### src/rtl/rq_pkg.sv
package rq_pkg;

  // Circular pointer advance for a ring of the given depth.
  function automatic int ptr_adv(input int p, input int depth);
    return (p == depth - 1) ? 0 : p + 1;
  endfunction

  // Occupancy after one cycle given push/pop acceptance.
  function automatic int occ_next(input int occ, input bit inc, input bit dec);
    return occ + (inc ? 1 : 0) - (dec ? 1 : 0);
  endfunction

  // A target value names a ring only when below the ring count.
  function automatic bit tgt_valid(input int tgt, input int nrings);
    return (tgt >= 0) && (tgt < nrings);
  endfunction

endpackage

### src/rtl/rq_ring.sv
module rq_ring #(
  parameter int DATA_W     = 32,
  parameter int RING_DEPTH = 4
) (
  input  logic                             clk,
  input  logic                             rst_n,
  input  logic                             wr_en,
  input  logic [DATA_W-1:0]                wr_data,
  input  logic                             rd_en,
  output logic [DATA_W-1:0]                rd_word,
  output logic [$clog2(RING_DEPTH+1)-1:0]  occ,
  output logic                             empty,
  output logic                             has_room
);
  localparam int PTR_W = (RING_DEPTH > 1) ? $clog2(RING_DEPTH) : 1;
  localparam int CNT_W = $clog2(RING_DEPTH+1);

  logic [DATA_W-1:0] mem [RING_DEPTH];
  logic [PTR_W-1:0]  head_q, tail_q;
  logic              pop_go;

  assign empty    = (occ == '0);
  assign pop_go   = rd_en && !empty;
  assign has_room = (occ != CNT_W'(RING_DEPTH)) || pop_go;
  assign rd_word  = mem[head_q];

  always_ff @(posedge clk) begin
    if (wr_en) mem[tail_q] <= wr_data;
  end

  always_ff @(posedge clk or negedge rst_n) begin
    if (!rst_n) begin
      head_q <= '0;
      tail_q <= '0;
      occ    <= '0;
    end else begin
      if (wr_en)  tail_q <= PTR_W'(rq_pkg::ptr_adv(int'(tail_q), RING_DEPTH));
      if (pop_go) head_q <= PTR_W'(rq_pkg::ptr_adv(int'(head_q), RING_DEPTH));
      occ <= CNT_W'(rq_pkg::occ_next(int'(occ), wr_en, pop_go));
    end
  end

  AST_OCC_BOUND: assert property (@(posedge clk) disable iff (!rst_n)
    occ <= CNT_W'(RING_DEPTH));
  AST_WRITE_NEEDS_ROOM: assert property (@(posedge clk) disable iff (!rst_n)
    wr_en |-> has_room);
  AST_EMPTY_POP_HOLD: assert property (@(posedge clk) disable iff (!rst_n)
    (rd_en && empty && !wr_en) |=> empty);
  AST_PAIR_HOLDS_OCC: assert property (@(posedge clk) disable iff (!rst_n)
    (rd_en && !empty && wr_en) |=> $stable(occ));

endmodule

### src/rtl/rq_route.sv
module rq_route #(
  parameter int NUM_RINGS = 4,
  parameter int RID_W     = 2
) (
  input  logic                 clk,
  input  logic                 rst_n,
  input  logic                 push_en,
  input  logic [RID_W-1:0]     push_ring,
  input  logic [15:0]          ovf_tgt,
  input  logic [NUM_RINGS-1:0] has_room,
  output logic [NUM_RINGS-1:0] wr_en,
  output logic                 drop,
  output logic                 redirect
);
  logic             tgt_ok;
  logic [RID_W-1:0] tgt_id;

  assign tgt_ok = rq_pkg::tgt_valid(int'(ovf_tgt), NUM_RINGS);
  assign tgt_id = ovf_tgt[RID_W-1:0];

  always_comb begin
    wr_en    = '0;
    drop     = 1'b0;
    redirect = 1'b0;
    if (push_en) begin
      if (has_room[push_ring]) begin
        wr_en[push_ring] = 1'b1;
      end else if (tgt_ok && has_room[tgt_id]) begin
        wr_en[tgt_id] = 1'b1;
        redirect      = 1'b1;
      end else begin
        drop = 1'b1;
      end
    end
  end

  AST_ONE_WRITE: assert property (@(posedge clk) disable iff (!rst_n)
    $onehot0(wr_en));
  AST_DROP_NO_WRITE: assert property (@(posedge clk) disable iff (!rst_n)
    drop |-> (wr_en == '0));
  AST_DISABLED_NO_REDIRECT: assert property (@(posedge clk) disable iff (!rst_n)
    (ovf_tgt >= 16'(NUM_RINGS)) |-> !redirect);

endmodule

### src/rtl/rq_flags.sv
module rq_flags #(
  parameter int NUM_RINGS = 4
) (
  input  logic                 clk,
  input  logic                 rst_n,
  input  logic [NUM_RINGS-1:0] ovf_set,
  input  logic [NUM_RINGS-1:0] udf_set,
  input  logic [NUM_RINGS-1:0] ovf_clr,
  input  logic [NUM_RINGS-1:0] udf_clr,
  output logic [NUM_RINGS-1:0] ovf_q,
  output logic [NUM_RINGS-1:0] udf_q
);
  always_ff @(posedge clk or negedge rst_n) begin
    if (!rst_n) begin
      ovf_q <= '0;
      udf_q <= '0;
    end else begin
      ovf_q <= (ovf_q & ~ovf_clr) | ovf_set;
      udf_q <= (udf_q & ~udf_clr) | udf_set;
    end
  end

  for (genvar i = 0; i < NUM_RINGS; i++) begin : g_chk
    AST_OVF_STICKY: assert property (@(posedge clk) disable iff (!rst_n)
      (ovf_q[i] && !ovf_clr[i]) |=> ovf_q[i]);
    AST_OVF_SET_WINS: assert property (@(posedge clk) disable iff (!rst_n)
      ovf_set[i] |=> ovf_q[i]);
    AST_UDF_STICKY: assert property (@(posedge clk) disable iff (!rst_n)
      (udf_q[i] && !udf_clr[i]) |=> udf_q[i]);
  end

endmodule

### src/rtl/ring_queue_mgr.sv
module ring_queue_mgr #(
  parameter int NUM_RINGS  = 4,
  parameter int RING_DEPTH = 4,
  parameter int DATA_W     = 32,
  localparam int RID_W     = (NUM_RINGS > 1) ? $clog2(NUM_RINGS) : 1,
  localparam int CNT_W     = $clog2(RING_DEPTH+1)
) (
  input  logic                       clk,
  input  logic                       rst_n,
  input  logic                       push_en,
  input  logic [RID_W-1:0]           push_ring,
  input  logic [DATA_W-1:0]          push_data,
  input  logic                       pop_en,
  input  logic [RID_W-1:0]           pop_ring,
  output logic [DATA_W-1:0]          pop_data,
  input  logic                       ovf_tgt_we,
  input  logic [15:0]                ovf_tgt_wdata,
  input  logic [NUM_RINGS-1:0]       ovf_clr,
  input  logic [NUM_RINGS-1:0]       udf_clr,
  output logic [NUM_RINGS*CNT_W-1:0] occupancy,
  output logic [NUM_RINGS-1:0]       irq,
  output logic [NUM_RINGS-1:0]       ovf_flag,
  output logic [NUM_RINGS-1:0]       udf_flag
);
  logic [15:0]          ovf_tgt_q;
  logic [NUM_RINGS-1:0] pop_hit, wr_en, has_room, empty;
  logic [NUM_RINGS-1:0] drop_vec, udf_vec;
  logic [DATA_W-1:0]    rd_word [NUM_RINGS];
  logic                 drop_ev, redirect_ev, empty_pop_ev;

  always_ff @(posedge clk or negedge rst_n) begin
    if (!rst_n)          ovf_tgt_q <= 16'hFFFF;
    else if (ovf_tgt_we) ovf_tgt_q <= ovf_tgt_wdata;
  end

  always_comb begin
    pop_hit = '0;
    if (pop_en) pop_hit[pop_ring] = 1'b1;
  end

  for (genvar i = 0; i < NUM_RINGS; i++) begin : g_ring
    logic [CNT_W-1:0] occ_i;
    rq_ring #(.DATA_W(DATA_W), .RING_DEPTH(RING_DEPTH)) u_ring (
      .clk      (clk),
      .rst_n    (rst_n),
      .wr_en    (wr_en[i]),
      .wr_data  (push_data),
      .rd_en    (pop_hit[i]),
      .rd_word  (rd_word[i]),
      .occ      (occ_i),
      .empty    (empty[i]),
      .has_room (has_room[i])
    );
    assign occupancy[i*CNT_W +: CNT_W] = occ_i;
    assign irq[i] = !empty[i];

    AST_IRQ_DROPS_ON_LAST_POP: assert property (@(posedge clk) disable iff (!rst_n)
      (pop_hit[i] && occ_i == CNT_W'(1) && !wr_en[i]) |=> !irq[i]);
  end

  rq_route #(.NUM_RINGS(NUM_RINGS), .RID_W(RID_W)) u_route (
    .clk       (clk),
    .rst_n     (rst_n),
    .push_en   (push_en),
    .push_ring (push_ring),
    .ovf_tgt   (ovf_tgt_q),
    .has_room  (has_room),
    .wr_en     (wr_en),
    .drop      (drop_ev),
    .redirect  (redirect_ev)
  );

  assign empty_pop_ev = pop_en && empty[pop_ring];

  always_comb begin
    drop_vec = '0;
    udf_vec  = '0;
    if (drop_ev)      drop_vec[push_ring] = 1'b1;
    if (empty_pop_ev) udf_vec[pop_ring]   = 1'b1;
  end

  rq_flags #(.NUM_RINGS(NUM_RINGS)) u_flags (
    .clk     (clk),
    .rst_n   (rst_n),
    .ovf_set (drop_vec),
    .udf_set (udf_vec),
    .ovf_clr (ovf_clr),
    .udf_clr (udf_clr),
    .ovf_q   (ovf_flag),
    .udf_q   (udf_flag)
  );

  always_ff @(posedge clk or negedge rst_n) begin
    if (!rst_n)      pop_data <= '0;
    else if (pop_en) pop_data <= empty_pop_ev ? '0 : rd_word[pop_ring];
  end

  AST_EMPTY_POP_ZERO: assert property (@(posedge clk) disable iff (!rst_n)
    empty_pop_ev |=> (pop_data == '0));
  AST_REDIRECT_SRC_FULL: assert property (@(posedge clk) disable iff (!rst_n)
    redirect_ev |-> (wr_en[push_ring] == 1'b0));
  AST_DROP_FLAGS_SRC: assert property (@(posedge clk) disable iff (!rst_n)
    drop_ev |=> ovf_flag[$past(push_ring)]);

endmodule

### config.mk
export PLATFORM = sky130hd
export DESIGN_NAME = ring_queue_mgr
export DESIGN_NICKNAME = d
export VERILOG_FILES = /design/src/rtl/rq_pkg.sv /design/src/rtl/rq_ring.sv /design/src/rtl/rq_route.sv /design/src/rtl/rq_flags.sv /design/src/rtl/ring_queue_mgr.sv
export SDC_FILE = /design/constraint.sdc
export NUM_CORES = 1
export LEC_CHECK = 0
export BUFFER_PORTS_ARGS = -buffer_cell sky130_fd_sc_hd__buf_2
export CAP_MARGIN = 25
export CORE_UTILIZATION = 35
export DETAILED_ROUTE_END_ITERATION = 12
export GPL_TIMING_DRIVEN = 0
export PLACE_DENSITY = 0.58
export SLEW_MARGIN = 40
export SYNTH_ARGS = -nofsm -noshare
export SYNTH_HDL_FRONTEND = slang
export SYNTH_HIERARCHICAL = 1
export SYNTH_SLANG_ARGS = --single-unit
### constraint.sdc
create_clock -name clk -period 4.1 [get_ports clk]
set_input_delay 0.615 -clock clk [delete_from_list [all_inputs] [get_ports clk]]
set_output_delay 0.615 -clock clk [all_outputs]
set_load 0.02 [all_outputs]
==> results of run 1 <==
sequential cells by signal (all words and copies together) (netlist names):
signal,cells
u_flags/udf_q,4
g_ring.u_ring/head_q,8
g_ring.u_ring/mem,512
g_ring.u_ring/occ,12
ovf_tgt_q,16
g_ring.u_ring/tail_q,8
pop_data,32
u_flags/ovf_q,4
metal layers:
| layer | vias up | part of all wire (%) |
|---|---|---|
| met4 | 6 | 1.6 |
| li1 | 4918 | - |
| met3 | 70 | 5.6 |
| met2 | 316 | 48 |
| met5 | - | 0.069 |
| met1 | 6173 | 45 |
critical path: cells and delay by family:
family / cells / cell delay (ns)
mux: 1 / 0.17
buf+inv: 3 / 0.69
compound gates: 2 / 0.87
simple gates: 4 / 1.09
fa+ha+maj: 2 / 0.64
xor+xnor: 2 / 0.28
layout make-up:
cell class	count	area (µm²)	area share, %
Tap cell	873	1090	3.91
Inverter	40	150	0.537
Clock buffer	96	1790	6.41
Clock inverter	17	196	0.703
Timing Repair Buffer	137	963	3.45
Multi-Input combinational cell	421	5760	20.6
Buffer	51	510	1.83
Sequential cell	596	17500	62.6
stage by stage:
stage	hold WS, ns	cell area, µm²	TNS, ns	power [µW]	cells
global placement	0.453	25600	-800.50	12400	2100
global route	0.208	28000	0	18600	2231
CTS	0.197	28000	0	18100	2231
floorplan	0.319	23900	0	11000	1108
finish	0.238	28000	0	17900	2231
detailed placement	0.463	26000	-114.17	12600	2117
final timing paths:
| check | start | to | cells after the start | slack [ns] |
|---|---|---|---|---|
| min in group asynchronous | rst_n | pop_data[30] | 2 | 0.43 |
| min reg2reg | u_flags/ovf_q[1] | u_flags/ovf_q[1] | 1 | 0.47 |
| max reg2reg | g_ring[3].u_ring/occ[1] | g_ring[2].u_ring/occ[2] | 10 | 0.61 |
| max in group asynchronous | rst_n | pop_data[19] | 3 | 2.99 |
| max | pop_en | g_ring[2].u_ring/occ[2] | 14 | 0.22 |
| min | ovf_tgt_wdata[15] | ovf_tgt_q[15] | 2 | 0.24 |
placed cells by master (no fill, tap or decap), types with 4 or more instances in the layout:
| cell type | instances |
|---|---|
| nor3_1 | 5 |
| clkbuf_8 | 13 |
| clkbuf_16 | 61 |
| mux2i_1 | 66 |
| o21ai_0 | 8 |
| o221ai_2 | 31 |
| clkinv_2 | 6 |
| mux4_2 | 113 |
| buf_6 | 11 |
| xnor2_1 | 8 |
| nand3b_1 | 4 |
| inv_1 | 40 |
| or3b_2 | 4 |
| and2_1 | 5 |
| fa_1 | 4 |
| nand2_1 | 8 |
| buf_4 | 6 |
| mux4_1 | 16 |
| buf_12 | 28 |
| and2_4 | 16 |
| nor2_1 | 8 |
| dfrtp_1 | 68 |
| mux2_2 | 24 |
| buf_2 | 133 |
| dfstp_2 | 16 |
| clkbuf_1 | 28 |
| ha_1 | 28 |
| o21ai_1 | 4 |
| nand2b_1 | 32 |
| or4b_2 | 4 |
| a21o_1 | 8 |
| edfxtp_1 | 512 |
power by group:
group | leakage [µW] | total (µW) | switching (µW) | internal (µW)
Combinational | 0.00319 | 4820 | 2570 | 2240
Sequential | 0.00563 | 7570 | 364 | 7210
Clock | 0.000974 | 5460 | 2280 | 3190
Total | 0.00980 | 17900 | 5210 | 12600
==> impl.org, run 1 <==
** Floorplan
- Floorplan row count :: 95
- Die boundary width :: 263 µm
- During I/O placement, the number of pins put on the boundary was 121.
- In this run the vertical extent of the chip is 263 µm.
- Starting density of the core :: 35.5%
- The core region is 67300 µm².
- Overall die area :: 69200 µm²

** Drt
- Number of design rule violations left after detail routing :: 0
- In this run, the number of DRC markers left after iteration 0 of detailed routing was 920.
- The first detailed-routing pass ran for 5 iterations.
- The detail route stage leaves a number of antenna-violating nets equal to 0.
- Summing over every cut layer, the via total after detailed routing is 11500.
- Drt total wl :: 55200 µm
- After detailed routing, the number of vias per cell comes to 5.15.
- Detailed-route wire length per cell :: 24.8 µm

** Global routing
- Global routing used 22.5% of the available met1 tracks.
- Initial antenna violation count :: 3
- For met2 alone, demand over resource in global routing was 26.2%.
- Met3 routing resource usage after global routing :: 2.92%
- Entering global routing, the biggest net connects 64 pins.
- First-pass GRT wire length :: 81200 µm
- The via count of the first global-routing pass was 12100.
- The layer flagged by global routing as most heavily used is met2.
- Global routing used 16.1% of the available tracks.
- After global routing the overflow that remains totals 0.

** Timing
- On the final layout, the worst clock skew is 0.0272 ns.
- The number of max-slew violations in the final report came to 0.
- Final critical-path required period :: 3.88 ns
- Final count of hold timing violations :: 0
- Setup repair after global routing left no endpoint under its margin.
- Setup violations remaining at the end of the flow were counted as 0.
- Ratio of final minimum period to clock period :: 94.6%
- For the pin with the worst max-slew slack, the measured transition is 0.840 ns.
- Relative slew slack :: 43.5%
- Derived from the worst setup path, the maximum achievable clock frequency is 258 MHz.
- Across all setup checks in the final design, the least slack found is 0.221 ns.

** Worst setup path
- For the worst setup path, the data arrival time is 4.38 ns.
- Class of the most critical setup path :: in -> reg
- STA classifies the critical path startpoint as an input pin.
- The slowest stage of the critical path is the or4b_2 cell.
- In this run the worst path has a maximum fanout of 10.
- Traced cell by cell, the critical path runs through buf_2 -> clkbuf_1 -> nand2_1 -> nor2_1 -> or4b_2 -> mux2i_1 -> a22o_1 -> nand3b_1 -> o21ai_1 -> ha_1 -> inv_1 -> fa_1 -> xnor2_1 -> xnor2_1.
- Data on the critical path is required at its endpoint by 4.60 ns.
- Max stage delay on crit path :: 0.69 ns
- Crit. End Element :: flop
- The cell that appears most often on the critical path is xnor2_1.

** CTS
- After clock tree synthesis, the flow added hold-fix buffers numbering 1.
- Root buf cell :: clkbuf_16
- Clock latency on the worst-skew pair, taken at its later pin, is 0.64 ns.
- Clock buffers created by TritonCTS :: 60
- H-tree level count :: 2
- The clock passes through at most 3 buffers.
- Post-CTS resize count :: 0
- Worst-path clk slew :: 0.06 ns
- CTS sink cnt :: 596
- Buffers inserted by post-CTS timing repair :: 0
- TritonCTS built the clock tree.

** Yosys
- Net count after synthesis :: 1205
- The cell count after synthesis came out at 1108.
- For this run, the number of Yosys warnings is 6.
- Summing every instance area after synthesis gives 23900 µm².
- A synthesized cell averages 21.5 µm².

** Pwr
- Maximum ir drop on the vdd rail :: 363 µV
- Summed over all cells, the static leakage comes to 0.00980 µW.
- Power per standard cell area :: 638 nW/µm²

** Placement
- Total half-perimeter wirelength after legalization and detailed placement :: 35200 µm
- During placement, the flow inserted port buffers numbering 119.
- Worst slack after detailed placement :: -0.499 ns
- At the end of routability-driven placement, the weighted congestion stood at 0.738.

** Cells and area
- The number of antenna diodes in the final layout is 0.
- The net count of the finished layout is 1404.
- Fill cells in the final layout number 5918.
- Area growth from synthesis to final layout :: 17.2%
- Post-route core utilization :: 41.6%
- Share of layout cells above drive strength 1 :: 35.6%

** Outcome
- Result of the run :: complete, no violations

** Job
- Max-cap violations in this run came to 0.

** Hold path
- The path class of the tightest hold or removal check is in -> reg.
Note: power is estimated with default switching activity, not from simulation.
==> inputs of run 2 (changes only) <==
Settings changed: BUFFER_PORTS_ARGS -buffer_cell sky130_fd_sc_hd__buf_2 to not set, DONT_BUFFER_PORTS set to 1, PLACE_DENSITY 0.58 to not set.
==> impl.org, run 2 (synthesis results as in run 1) <==
** Floorplan
- The die boundary width was 263 µm (unchanged).
- IO Pins :: 121 (unchanged)
- Floorplan die height :: 263 µm (unchanged)
- Overall die area :: 69200 µm² (unchanged)
- The initial standard-cell utilization of the core came to 35.5% (unchanged).
- Floorplan row count :: 95 (unchanged)
- Placeable core region :: 67300 µm² (unchanged)

** Worst setup path
- Maximum fanout count along the critical path :: 11 (was 10)
- Register-to-Register Path Depth :: 10 (unchanged)
- Crit. End Element :: flop (unchanged)
- Max stage delay on crit path :: 0.66 ns (was 0.69 ns)
- Crit start category :: input pin (unchanged)
- The family with the most delay on the worst path is simple AND/OR/NAND/NOR gates (unchanged).
- Crit-path most repeated cell :: xnor2_1 (unchanged)
- Slowest library cell on the worst path :: or4b_2 (unchanged)
- Required time of the worst setup path :: 4.58 ns (was 4.60 ns)
- Worst path cell trace :: buf_6 -> buf_2 -> nor2_1 -> or4b_2 -> mux2i_1 -> a22o_1 -> nand3b_1 -> o21ai_1 -> ha_1 -> inv_1 -> fa_1 -> xnor2_1 -> xnor2_1 (was buf_2 -> clkbuf_1 -> nand2_1 -> nor2_1 -> or4b_2 -> mux2i_1 -> a22o_1 -> nand3b_1 -> o21ai_1 -> ha_1 -> inv_1 -> fa_1 -> xnor2_1 -> xnor2_1)
- The category of the most critical setup path is in -> reg (unchanged).
- The critical path buffer and inverter count came to 3 (unchanged).
- Worst path depth :: 13 (was 14)
- The signal arrival time at the worst endpoint is 4.14 ns (was 4.38 ns).

** Drt
- Vias post-DR :: 11100 (was 11500)
- Drt total wl :: 54900 µm (was 55200 µm)
- Post-detailed-route via-to-cell ratio :: 5.25 (was 5.15)
- The count of unresolved DRC violations after routing came to 0 (unchanged).
- Number of nets with antenna violations after routing :: 0 (unchanged)
- Iteration-0 DRC Markers :: 928 (was 920)
- Detailed-route wire length per cell :: 26.0 µm (was 24.8 µm)
- Iteration count of the initial detailed-routing pass :: 5 (unchanged)

** Timing
- The number of max-slew violations in the final report came to 0 (unchanged).
- Ratio of final minimum period to clock period :: 89.3% (was 94.6%)
- The minimum period implied by the final worst setup slack came to 3.66 ns (was 3.88 ns).
- Hold_ws :: 0.0803 ns (was 0.238 ns)
- Unrepaired setup endpoints after global routing :: no (unchanged)
- Relative slew slack :: 46.5% (was 43.5%)
- Final setup viols :: 0 (unchanged)
- Total Neg Setup Slack :: 0 ns (unchanged)
- Actual slew at the worst max-slew pin :: 0.796 ns (was 0.840 ns)
- Highest clock rate :: 273 MHz (was 258 MHz)
- The final hold violation count was 0 (unchanged).
- Clock Skew :: 0.0232 ns (was 0.0272 ns)

** Global routing
- The largest net degree at the start of global routing came to 85 (was 64).
- Vias in the first global route :: 11800 (was 12100)
- First-pass GRT wire length :: 80500 µm (was 81200 µm)
- Overall routing resource usage :: 16.0% (was 16.1%)
- The initial antenna violation count is 2 (was 3).
- The overall overflow remaining after global route came to 0 (unchanged).

** CTS
- H-tree level count :: 2 (unchanged)
- The post-cts sizing count came to 0 (unchanged).
- Maximum count of clock buffers along a single path :: 3 (unchanged)
- The insertion delay of the later-clocked pin in the worst-skew pair is 0.63 ns (was 0.64 ns).
- The clock transition at the register clock pins on the worst setup and hold paths after CTS came to 0.06 ns (about the same).
- Buffers inserted by post-CTS timing repair :: 0 (unchanged)
- The TritonCTS sink count is 596 (unchanged).
- Clock tree from TritonCTS :: yes (unchanged)
- The cell at the root of the clock tree is clkbuf_16 (unchanged).
- The CTS buffer count is 59 (was 60).

** Hold path
- The number of cells on the worst hold path came to 0 (was 2).
- The classification of the worst-slack hold path was in -> reg (unchanged).

** Cells and area
- Commonest cells after routing, fill and taps aside :: edfxtp_1 (512), mux4_2 (113), dfrtp_1 (68), mux2i_1 (66), clkbuf_16 (60) (was edfxtp_1 (512), buf_2 (133), mux4_2 (113), dfrtp_1 (68), mux2i_1 (66))
- Flip-flop count of the largest register, all copies and words added :: 512 (unchanged)
- The register with the most flip-flops was g_ring.u_ring/mem (unchanged).
- Post-route core utilization :: 40.5% (was 41.6%)
- The layout-stage area growth over the synthesis result came to 14.1% (was 17.2%).
- Share of layout cells above drive strength 1 :: 29.7% (was 35.6%)
- Net total in the final layout :: 1284 (was 1404)
- Registers with the most flip-flops: g_ring.u_ring/mem (512), pop_data (32), ovf_tgt_q (16) (unchanged).
- The most common cell after layout, fill and taps aside was edfxtp_1 (unchanged).

** Placement
- The weighted congestion at the end of routability-driven global placement came to 0.727 (was 0.738).
- Count of input and output buffers :: 0 (was 119)
- Total half-perimeter wirelength after legalization and detailed placement :: 34400 µm (was 35200 µm)

** Pwr
- The ratio of total power to cell area was 635 nW/µm² (was 638 nW/µm²).
- Leakage dissipation :: 0.00926 µW (was 0.00980 µW)
- Maximum ir drop on the vdd rail :: 342 µV (was 363 µV)

** Job
- Count of maximum capacitance violations :: 0 (unchanged)

** Outcome
- Result of the run: complete, no violations (unchanged).
[run 2: changes by cell type in the layout (fill, tap and decap cells not counted), moves of 2 or more]
cell      change
buf_2       -118
clkinv_2     +11
clkbuf_8      -6
clkbuf_1      -5
inv_16        -2
[run 2: area by class of cell]
class	count	area, µm²
fillers	5930	40000
inverters	40	150
clock buffers	83	1660
diodes	1	2.50
plain buffers	51	510
repair buffers	18	365
multi-input cells	421	5770
well taps	873	1090
clock inverters	27	201
flip-flops and latches	596	17500
[run 2: metal layers]
metal  share of wire, %  up-vias  track usage [%]
met5                  0        -                0
li1                   -     4689                -
met2                 48      341             25.7
met3                7.0       72             3.91
met1                 44     5977             21.9
met4                1.8        0             4.27
[run 2: report_power, final]
part | switching (µW) | internal (µW) | total, µW
logic | 2100 | 2060 | 4160
clock network | 2250 | 2940 | 5190
registers | 739 | 7210 | 7940
[run 2: final timing paths]
| path | startpoint | end | slack, ns |
|---|---|---|---|
| max | pop_ring[1] | g_ring[2].u_ring/occ[2] | 0.44 |
| min | push_data[7] | g_ring[0].u_ring/mem[3][7] | 0.08 |
| max reg2reg | g_ring[3].u_ring/occ[1] | g_ring[2].u_ring/occ[2] | 0.51 |
| min reg2reg | ovf_tgt_q[13] | ovf_tgt_q[13] | 0.62 |
| max in group asynchronous | rst_n | pop_data[4] | 3.09 |
| min in group asynchronous | rst_n | pop_data[26] | 0.58 |
[run 2: repair_timing]
item	4_1_cts	5_1_grt
endpoints found under the setup margin	0	0
endpoints found under the hold margin	84	0
hold buffers	2	0
[run 2: metrics by stage]
step | std cells | power [µW] | worst slack (ns) | instance area [µm²]
after floorplan | 1108 | 11000 | 0.237 | 23900
after global placement | 1981 | 12100 | -1.46 | 25000
after detailed placement | 1997 | 12300 | -0.312 | 25300
after CTS | 2109 | 17600 | 0.284 | 27200
after global routing | 2109 | 18100 | 0.318 | 27200
final | 2110 | 17300 | 0.440 | 27200
